===== config.mk =====
export PLATFORM = sky130hd
export DESIGN_NAME = spcyc_decoder
export DESIGN_NICKNAME = d
export VERILOG_FILES = /design/src/rtl/spcyc_pkg.sv /design/src/rtl/spcyc_qualify.sv /design/src/rtl/spcyc_classify.sv /design/src/rtl/spcyc_respond.sv /design/src/rtl/spcyc_decoder.sv
export SDC_FILE = /design/constraint.sdc
export NUM_CORES = 1
export LEC_CHECK = 0
export ABC_AREA = 0
export BUFFER_PORTS_ARGS = -buffer_cell sky130_fd_sc_hd__buf_2
export CAP_MARGIN = 30
export CORE_MARGIN = 1.5
export CORE_UTILIZATION = 30
export DETAILED_ROUTE_END_ITERATION = 10
export PLACE_DENSITY = 0.72
export SYNTH_ARGS = -nofsm -noshare
export SYNTH_HDL_FRONTEND = slang
export SYNTH_HIERARCHICAL = 1
export SYNTH_SLANG_ARGS = --single-unit

===== constraint.sdc =====
create_clock -name clk -period 0.8 [get_ports clk]
set_input_delay 0.08 -clock clk [delete_from_list [all_inputs] [get_ports clk]]
set_output_delay 0.08 -clock clk [all_outputs]
set_load 0.02 [all_outputs]

===== src/rtl/spcyc_pkg.sv =====
package spcyc_pkg;

   localparam int NUM_EV = 6;

   typedef enum logic [2:0] {
      EV_STOP_GRANT = 3'd0,
      EV_FLUSH_ACK  = 3'd1,
      EV_WRITEBACK  = 3'd2,
      EV_HALT       = 3'd3,
      EV_FLUSH      = 3'd4,
      EV_SHUTDOWN   = 3'd5
   } ev_kind_e;

   // Active-low byte-enable pattern that identifies each event.
   function automatic logic [7:0] ev_lane_code(input int idx);
      case (idx)
         0:       return 8'hFB;
         1:       return 8'hEF;
         2:       return 8'hF7;
         3:       return 8'hFB;
         4:       return 8'hFD;
         default: return 8'hFE;
      endcase
   endfunction

   // Value of A[4:3] that goes with each event.
   function automatic logic [1:0] ev_sub_code(input int idx);
      return (idx == 0) ? 2'b10 : 2'b00;
   endfunction

endpackage


===== src/rtl/spcyc_qualify.sv =====
module spcyc_qualify (
   input  logic strobe_n,
   input  logic dc_sel,
   input  logic mio_sel,
   input  logic wr_sel,
   output logic special
);
   // Fixed signature: control, I/O, write.
   always_comb begin
      special = ~strobe_n & ~dc_sel & ~mio_sel & wr_sel;
   end
endmodule


===== src/rtl/spcyc_classify.sv =====
module spcyc_classify
   import spcyc_pkg::*;
#(
   parameter int BE_W   = 8,
   parameter int ADDR_W = 29
) (
   input  logic [BE_W-1:0]   lane_en_n,
   input  logic [ADDR_W-1:0] addr_q,
   output logic [NUM_EV-1:0] hit,
   output logic              unknown
);
   localparam int SUB_W = 2;
   localparam int UP_W  = ADDR_W - SUB_W;

   logic [SUB_W-1:0] sub;
   logic             upper_clear;

   always_comb begin
      sub         = addr_q[SUB_W-1:0];
      upper_clear = (addr_q[ADDR_W-1:SUB_W] == '0);
   end

   for (genvar i = 0; i < NUM_EV; i++) begin : g_match
      always_comb begin
         hit[i] = upper_clear
                & (lane_en_n == BE_W'(ev_lane_code(i)))
                & (sub == ev_sub_code(i));
      end
   end

   always_comb begin
      unknown = ~|hit;
   end

   if (UP_W < 1) begin : g_bad_addr
      $error("spcyc_classify: ADDR_W must exceed %0d", SUB_W);
   end
endmodule


===== src/rtl/spcyc_respond.sv =====
module spcyc_respond
   import spcyc_pkg::*;
(
   input  logic              clk,
   input  logic              rst_n,
   input  logic              special,
   input  logic [NUM_EV-1:0] hit,
   input  logic              unknown,
   output logic              ready_n,
   output logic [NUM_EV-1:0] ev_q,
   output logic              unk_q
);
   always_ff @(posedge clk or negedge rst_n) begin
      if (!rst_n) begin
         ready_n <= 1'b1;
         ev_q    <= '0;
         unk_q   <= 1'b0;
      end else if (special) begin
         ready_n <= 1'b0;
         ev_q    <= hit;
         unk_q   <= unknown;
      end else begin
         ready_n <= 1'b1;
         ev_q    <= '0;
         unk_q   <= 1'b0;
      end
   end
endmodule


===== src/rtl/spcyc_decoder.sv =====
module spcyc_decoder
   import spcyc_pkg::*;
#(
   parameter int BE_W   = 8,
   parameter int ADDR_W = 29
) (
   input  logic              clk,
   input  logic              rst_n,
   input  logic              strobe_n,
   input  logic              dc_sel,
   input  logic              mio_sel,
   input  logic              wr_sel,
   input  logic [BE_W-1:0]   lane_en_n,
   input  logic [ADDR_W-1:0] addr_q,
   output logic              ready_n,
   output logic              ev_stop_grant,
   output logic              ev_flush_ack,
   output logic              ev_writeback,
   output logic              ev_halt,
   output logic              ev_flush,
   output logic              ev_shutdown,
   output logic              ev_unknown
);
   if (BE_W != 8) begin : g_bad_be
      $error("spcyc_decoder: BE_W must be 8 for a 64-bit bus");
   end

   logic              special;
   logic [NUM_EV-1:0] hit;
   logic              unknown;
   logic [NUM_EV-1:0] ev_q;

   spcyc_qualify u_qual (
      .strobe_n (strobe_n),
      .dc_sel   (dc_sel),
      .mio_sel  (mio_sel),
      .wr_sel   (wr_sel),
      .special  (special)
   );

   spcyc_classify #(.BE_W(BE_W), .ADDR_W(ADDR_W)) u_cls (
      .lane_en_n (lane_en_n),
      .addr_q    (addr_q),
      .hit       (hit),
      .unknown   (unknown)
   );

   spcyc_respond u_rsp (
      .clk     (clk),
      .rst_n   (rst_n),
      .special (special),
      .hit     (hit),
      .unknown (unknown),
      .ready_n (ready_n),
      .ev_q    (ev_q),
      .unk_q   (ev_unknown)
   );

   assign ev_stop_grant = ev_q[EV_STOP_GRANT];
   assign ev_flush_ack  = ev_q[EV_FLUSH_ACK];
   assign ev_writeback  = ev_q[EV_WRITEBACK];
   assign ev_halt       = ev_q[EV_HALT];
   assign ev_flush      = ev_q[EV_FLUSH];
   assign ev_shutdown   = ev_q[EV_SHUTDOWN];

   logic [NUM_EV:0] all_ev;
   assign all_ev = {ev_unknown, ev_q};

   // a sampled special cycle earns ready in the next clock
   a_r8_ready_next: assert property (@(posedge clk) disable iff (!rst_n)
      (!strobe_n && !dc_sel && !mio_sel && wr_sel) |=> !ready_n);

   // near-miss cycles earn no ready
   a_r1_no_ready: assert property (@(posedge clk) disable iff (!rst_n)
      !(!strobe_n && !dc_sel && !mio_sel && wr_sel) |=> ready_n);

   // exactly one strobe accompanies ready
   a_r9_one_with_ready: assert property (@(posedge clk) disable iff (!rst_n)
      !ready_n |-> ($countones(all_ev) == 1));

   // no strobe without ready
   a_r9_none_idle: assert property (@(posedge clk) disable iff (!rst_n)
      ready_n |-> (all_ev == '0));

   // nonzero upper address bits yield the unknown flag
   a_r6_upper_unknown: assert property (@(posedge clk) disable iff (!rst_n)
      (!strobe_n && !dc_sel && !mio_sel && wr_sel && (addr_q[ADDR_W-1:2] != '0))
      |=> ev_unknown);

   // halt encoding yields the halt strobe
   a_r3_halt: assert property (@(posedge clk) disable iff (!rst_n)
      (!strobe_n && !dc_sel && !mio_sel && wr_sel && lane_en_n == 8'hFB
       && addr_q == ADDR_W'(0)) |=> ev_halt);
endmodule


# After elaboration in Yosys (flattened, before gate mapping)
# Index checks and enable logic that the tools add are counted.
[op_classes]
bitwise = 17
mux = 3
n_reduce_logical = 4
eq_ne = 6
[ops]
columns = ["operator", "count"]
rows = [
  ["8-bit equality test, second input constant", 5],
  ["27-bit logical NOT", 1],
  ["1-bit bitwise AND", 14],
  ["6-bit 2-to-1 mux", 1],
  ["6-bit OR reduction", 1],
  ["1-bit inverter", 3],
  ["2-bit equality test, second input constant", 1],
  ["2-bit logical NOT", 1],
  ["1-bit 2-to-1 mux", 2],
  ["1-bit logical NOT", 1],
]
[word_totals]
word_cells = 33
regBits = 8
inputBits = 43
out_inout_bits = 8

# Logic depth before layout (Yosys ltp)
[depth]
ltp_word = 6
depth_mapped = 5
ltp_nobuf = 5

# By module
# Netlist, hierarchy kept.
[modules_own_cells]
columns = ["module", "seq_area_each_um2", "cells_each", "area_each_um2", "instances"]
rows = [
  ["spcyc_respond", 201.4, 16, 249.0, 1],
  ["spcyc_classify", 0.0, 31, 221.5, 1],
  ["spcyc_qualify", 0.0, 1, 15.0, 1],
]

# Worst setup path before layout
# Ideal clock, no wire load.
[synth_timing]
path_kind = "input to register"
startpoint = "input port addr_q[6]"
endpoint = "register u_rsp.ev_q[0]"
path_stages = 5
n_path_buf = 0
slack_ns = -0.355
required_ns = 0.733
arrival_time_ns = 1.088
setup_ns = 0.067
cell_sequence = "nor4_2 -> nand4_1 -> or2_1 -> nor4_1 -> and2_1"
[synth_between]
elab_chain_len = 4
[synth_rtl]
columns = ["element", "line", "rtl"]
rows = [
  ["start: declaration", "spcyc_decoder.sv:14", "input logic [ADDR_W-1:0] addr_q,"],
  ["27-bit logical NOT", "spcyc_classify.sv:20", "upper_clear = (addr_q[ADDR_W-1:SUB_W] == '0);"],
  ["1-bit bitwise AND", "spcyc_classify.sv:26", "& (lane_en_n == BE_W'(ev_lane_code(i)))"],
  ["1-bit bitwise AND", "spcyc_classify.sv:27", "& (sub == ev_sub_code(i));"],
  ["net hit[0]", "spcyc_decoder.sv:29", "logic [NUM_EV-1:0] hit;"],
  ["6-bit 2-to-1 mux", "spcyc_respond.sv:18", "end else if (special) begin"],
  ["end signal: assignment", "spcyc_respond.sv:20", "ev_q <= hit;"],
  ["end: declaration", "spcyc_respond.sv:10", "output logic [NUM_EV-1:0] ev_q,"],
]
# The timed path passes the listed nets, and every way through them passes these cells.

# Worst setup path after layout
[layout_timing]
startpoint = "input port addr_q[28]"
endpoint = "register u_rsp.ev_q[2]"
# Same word-level chain as after synthesis.

==> results <==
- The run finished, with violations left.
- The checks that failed: setup timing.
- The most critical setup path has its startpoint at addr_q[28].
- The number of failing hold endpoints at the final stage came to 0.
- The number of setup buffers added after CTS is 0.
- Using the TritonRoute via totals, the vias-per-cell ratio works out to 4.98.
- The worst-case IR drop observed on VDD is 0.433 mV.
- The number of standard cells in the layout, taps in and fillers out is 129.
- For the worst setup path, the data arrival time is 1.27 ns.
- The wire length of the first global-routing pass is 2.30 mm.
- After detailed routing, the number of remaining DRC violations is 0.
- The warning count from the yosys run is 6.
- The number of port buffers is 50.
- The highest attainable clock frequency is 921 MHz.
- The initial antenna violation count is 0.
- The category of the critical setup timing path is primary input to flip-flop.
- The tree is rooted in a clkbuf_4.
- The worst slew slack as a fraction of its limit is 86.1%.
- The clock net in this run drives a total of 8 sinks.
- Dividing the detail-routed wire length by the instance count gives 10.8 um.
- Sequential elements use 41.5% of the synthesized area.
- The cell area reported after detailed placement is 867 um^2.
- TritonCTS built the clock tree.
- The number of distinct library cells after synthesis is 21.
- With fillers left out, the area of the finished cells amounts to 1060 um^2.
- The mean post-synth cell area is 10.1 um^2.
- The final setup slack of the worst path is -0.286 ns.
- Cells with a size suffix above 1 make up 66.4% of the layout.
- For the pin with the worst max-slew slack, the measured transition is 0.207 ns.
- Once detail routing completed, the nets flagged for antenna violations numbered 0.
- In this run the horizontal extent of the chip is 43.2 um.
- Synthesis produced a netlist whose cell count is 48.
- Synthesis inferred 8 register bits.
- The net count of the finished layout is 157.
- The clock passes through at most 2 buffers.
- For this run, the detailed router's first-pass iteration total came to 3.
- The starting density of the core is 32.2%.
- Routability-driven placement finished with a final weighted congestion of 0.765.
- The startpoint type of the worst setup path is a primary input.
- The cell depth of the worst hold path is 3.
- The time the worst path needs with I/O delays and setup is 1.09 ns.
- Global routing used 16.6% of the available tracks across all layers.
- From synthesis to final layout, the design area changed by 118%.
- The final count of negative-setup-slack endpoints is 15.
- The number of H-tree levels is 1.
- The number of pins with negative max-slew slack in the final report is 0.
- The floorplan has 14 rows.
- The total wire length is 1.39 mm.
- Detailed routing inserted a total of 643 vias.
- The cell taking the most area after synthesis is dfrtp_1.
- The largest single stage delay on the critical path is 0.31 ns.
- The tool flagged a number of max-cap violations equal to 0.
- For this run the aggregate overflow at the end of global routing stands at 0.
- The worst hold path belongs to the class primary input to flip-flop.
- Across all hold checks on the routed design, the worst slack comes to 0.173 ns.
- After synthesis, the cell types taking the most area are dfrtp_1 (36%), and2_1 (9.0%), nor4_1 (9.0%).
- Buffers inserted during clock tree synthesis total 3.
- Timing analysis after detailed placement gives a worst setup slack of -0.615 ns.
- When the netlist entered floorplanning its net count stood at 91.
- The signal on the critical path passes through buf_6 > nor4_4 > nand4_1 > or2_4 > nor4_2 > and2_1.
- The clock transition at the registers of the reported paths is 0.05 ns.
- Summing all multi-input logic gate instances after layout gives 350 um^2.
- The share of Yosys cell area claimed by the top area cell type is 36.1%.
- The endpoint of the most critical setup path is u_rsp/ev_q[2].
- The total power density per cell area is 942 nW/um^2.
- The die is 43.2 um tall.
- Summed over all nets, the half-perimeter wirelength after detailed placement is 1.13 mm.
- The core region is 1510 um^2.
- Summing all flip-flop and latch instances after layout gives 201 um^2.
- The slowest stage of the critical path is the or2_4 cell.
- The final critical-path share of the clock period is 136%.
- The first-iteration detailed-routing DRC count is 4.
- Along the worst path, the maximum fanout reaches 3.
- The total standard cell area after synthesis is 485 um^2.
- The die covers 1870 um^2.
- The library cells used most frequently in the layout, excluding fill and tap cells, are buf_2 (31), buf_6 (19), buf_4 (10), and2_1 (7), dfrtp_1 (7).
- In this run the count of I/O pins placed on the die edge is 51.
- The number of cells in the design after placement is 124.
- At the worst endpoint, the required time is 0.98 ns.
- The leakage power figure is 0.506 nW.
- The pin count of the biggest net entering global routing is 9.
- The aggregate negative setup slack is -1.77 ns.
- The via count of the first global-routing pass is 604.
- The worst setup path is captured at a flip-flop.
- The most common cell after layout, fill and taps aside is buf_2.
- Setup repair after global routing could not meet its margin everywhere.
- The number of antenna diodes in the final layout is 0.
- The count of filler cells inserted in the layout is 117.
## worst max-delay path: cells and delay by family
family                 cells  cell delay, ns
and+or+nand+nor            5            1.09
buffers and inverters      1            0.10
## logic make-up (layout without fill, tap and decap cells)
family	Yosys count	count (layout)	synth area share [%]
buffers and inverters	2	67	1.55
adder cells (fa/ha/maj)	1	1	2.06
AND/OR/NAND/NOR	33	33	49.5
flip-flops	8	8	41.5
AO/OA/AOI/OAI	4	4	5.41
## sequential cells by signal, summed over array words and instances, names as in the netlist
signal         count
u_rsp/ready_n      1
u_rsp/unk_q        1
u_rsp/ev_q         6
## metrics by stage
step / util, % / power [mW]
floorplan: - / 0.462
finish: 70.3 / 0.998
CTS: 68.2 / 1.00
global route: 70.3 / 1.07
detailed placement: 57.6 / 0.640
global placement: 57.6 / 0.634
## worst min-delay path by stage
stage	slack (ns)	end	from
5_1_grt	0.18	u_rsp/ev_q[2]	lane_en_n[3]
4_1_cts	0.19	u_rsp/ev_q[2]	lane_en_n[3]
3_5_place_dp	-0.07	u_rsp/ev_q[4]	rst_n
2_1_floorplan	-0.22	u_rsp/ev_q[0]	rst_n
6_report	0.17	u_rsp/ev_q[2]	lane_en_n[3]
3_3_place_gp	-0.08	u_rsp/ev_q[4]	rst_n
## synth_stat cells
library cell and number:
nand3_1 1, nor4b_2 1, o21a_1 1, dfrtp_1 7, nand2b_1 2, nor2_1 1, o2111ai_1 1, maj3_1 1
and3_1 3, or2_1 1, nand4_1 2, nand2_1 1, nor4_1 7, o21ai_0 1, nor4_2 3, inv_1 2
and4b_1 3, a21oi_1 1, and2_1 7, dfstp_2 1, nor3b_1 1
## area by class of cell
| class | instances | area share (%) |
|---|---|---|
| clock buffers | 4 | 2.48 |
| inverters | 2 | 0.708 |
| multi-input cells | 38 | 33.1 |
| flip-flops and latches | 8 | 19.0 |
| well taps | 16 | 1.89 |
| repair buffers | 61 | 42.9 |
## what timing repair did
item / 4_1_cts / 5_1_grt
hold endpoints to repair: 8 / 0
resized for setup: 28 / 6
setup endpoints to repair: 15 / 15
hold buffers: 1 / 0
cloned: 0 / 0
pin swaps: 16 / 13
## report_power, final
group | internal (mW) | leakage, nW | switching (mW)
clock network | 0.190 | 0.0150 | 0.121
registers | 0.409 | 0.108 | 0.00126
logic | 0.172 | 0.383 | 0.106
## metal layers
layer  vias to the layer above  GRT usage [%]  routed length [um]
met5                         -              0                   0
met4                         0           7.27                   0
met3                         0           2.55                 109
met2                        40           31.6                 802
met1                       284           17.3                 474
li1                        319              -                   -
No activity file was read; power rests on OpenSTA's default activity.
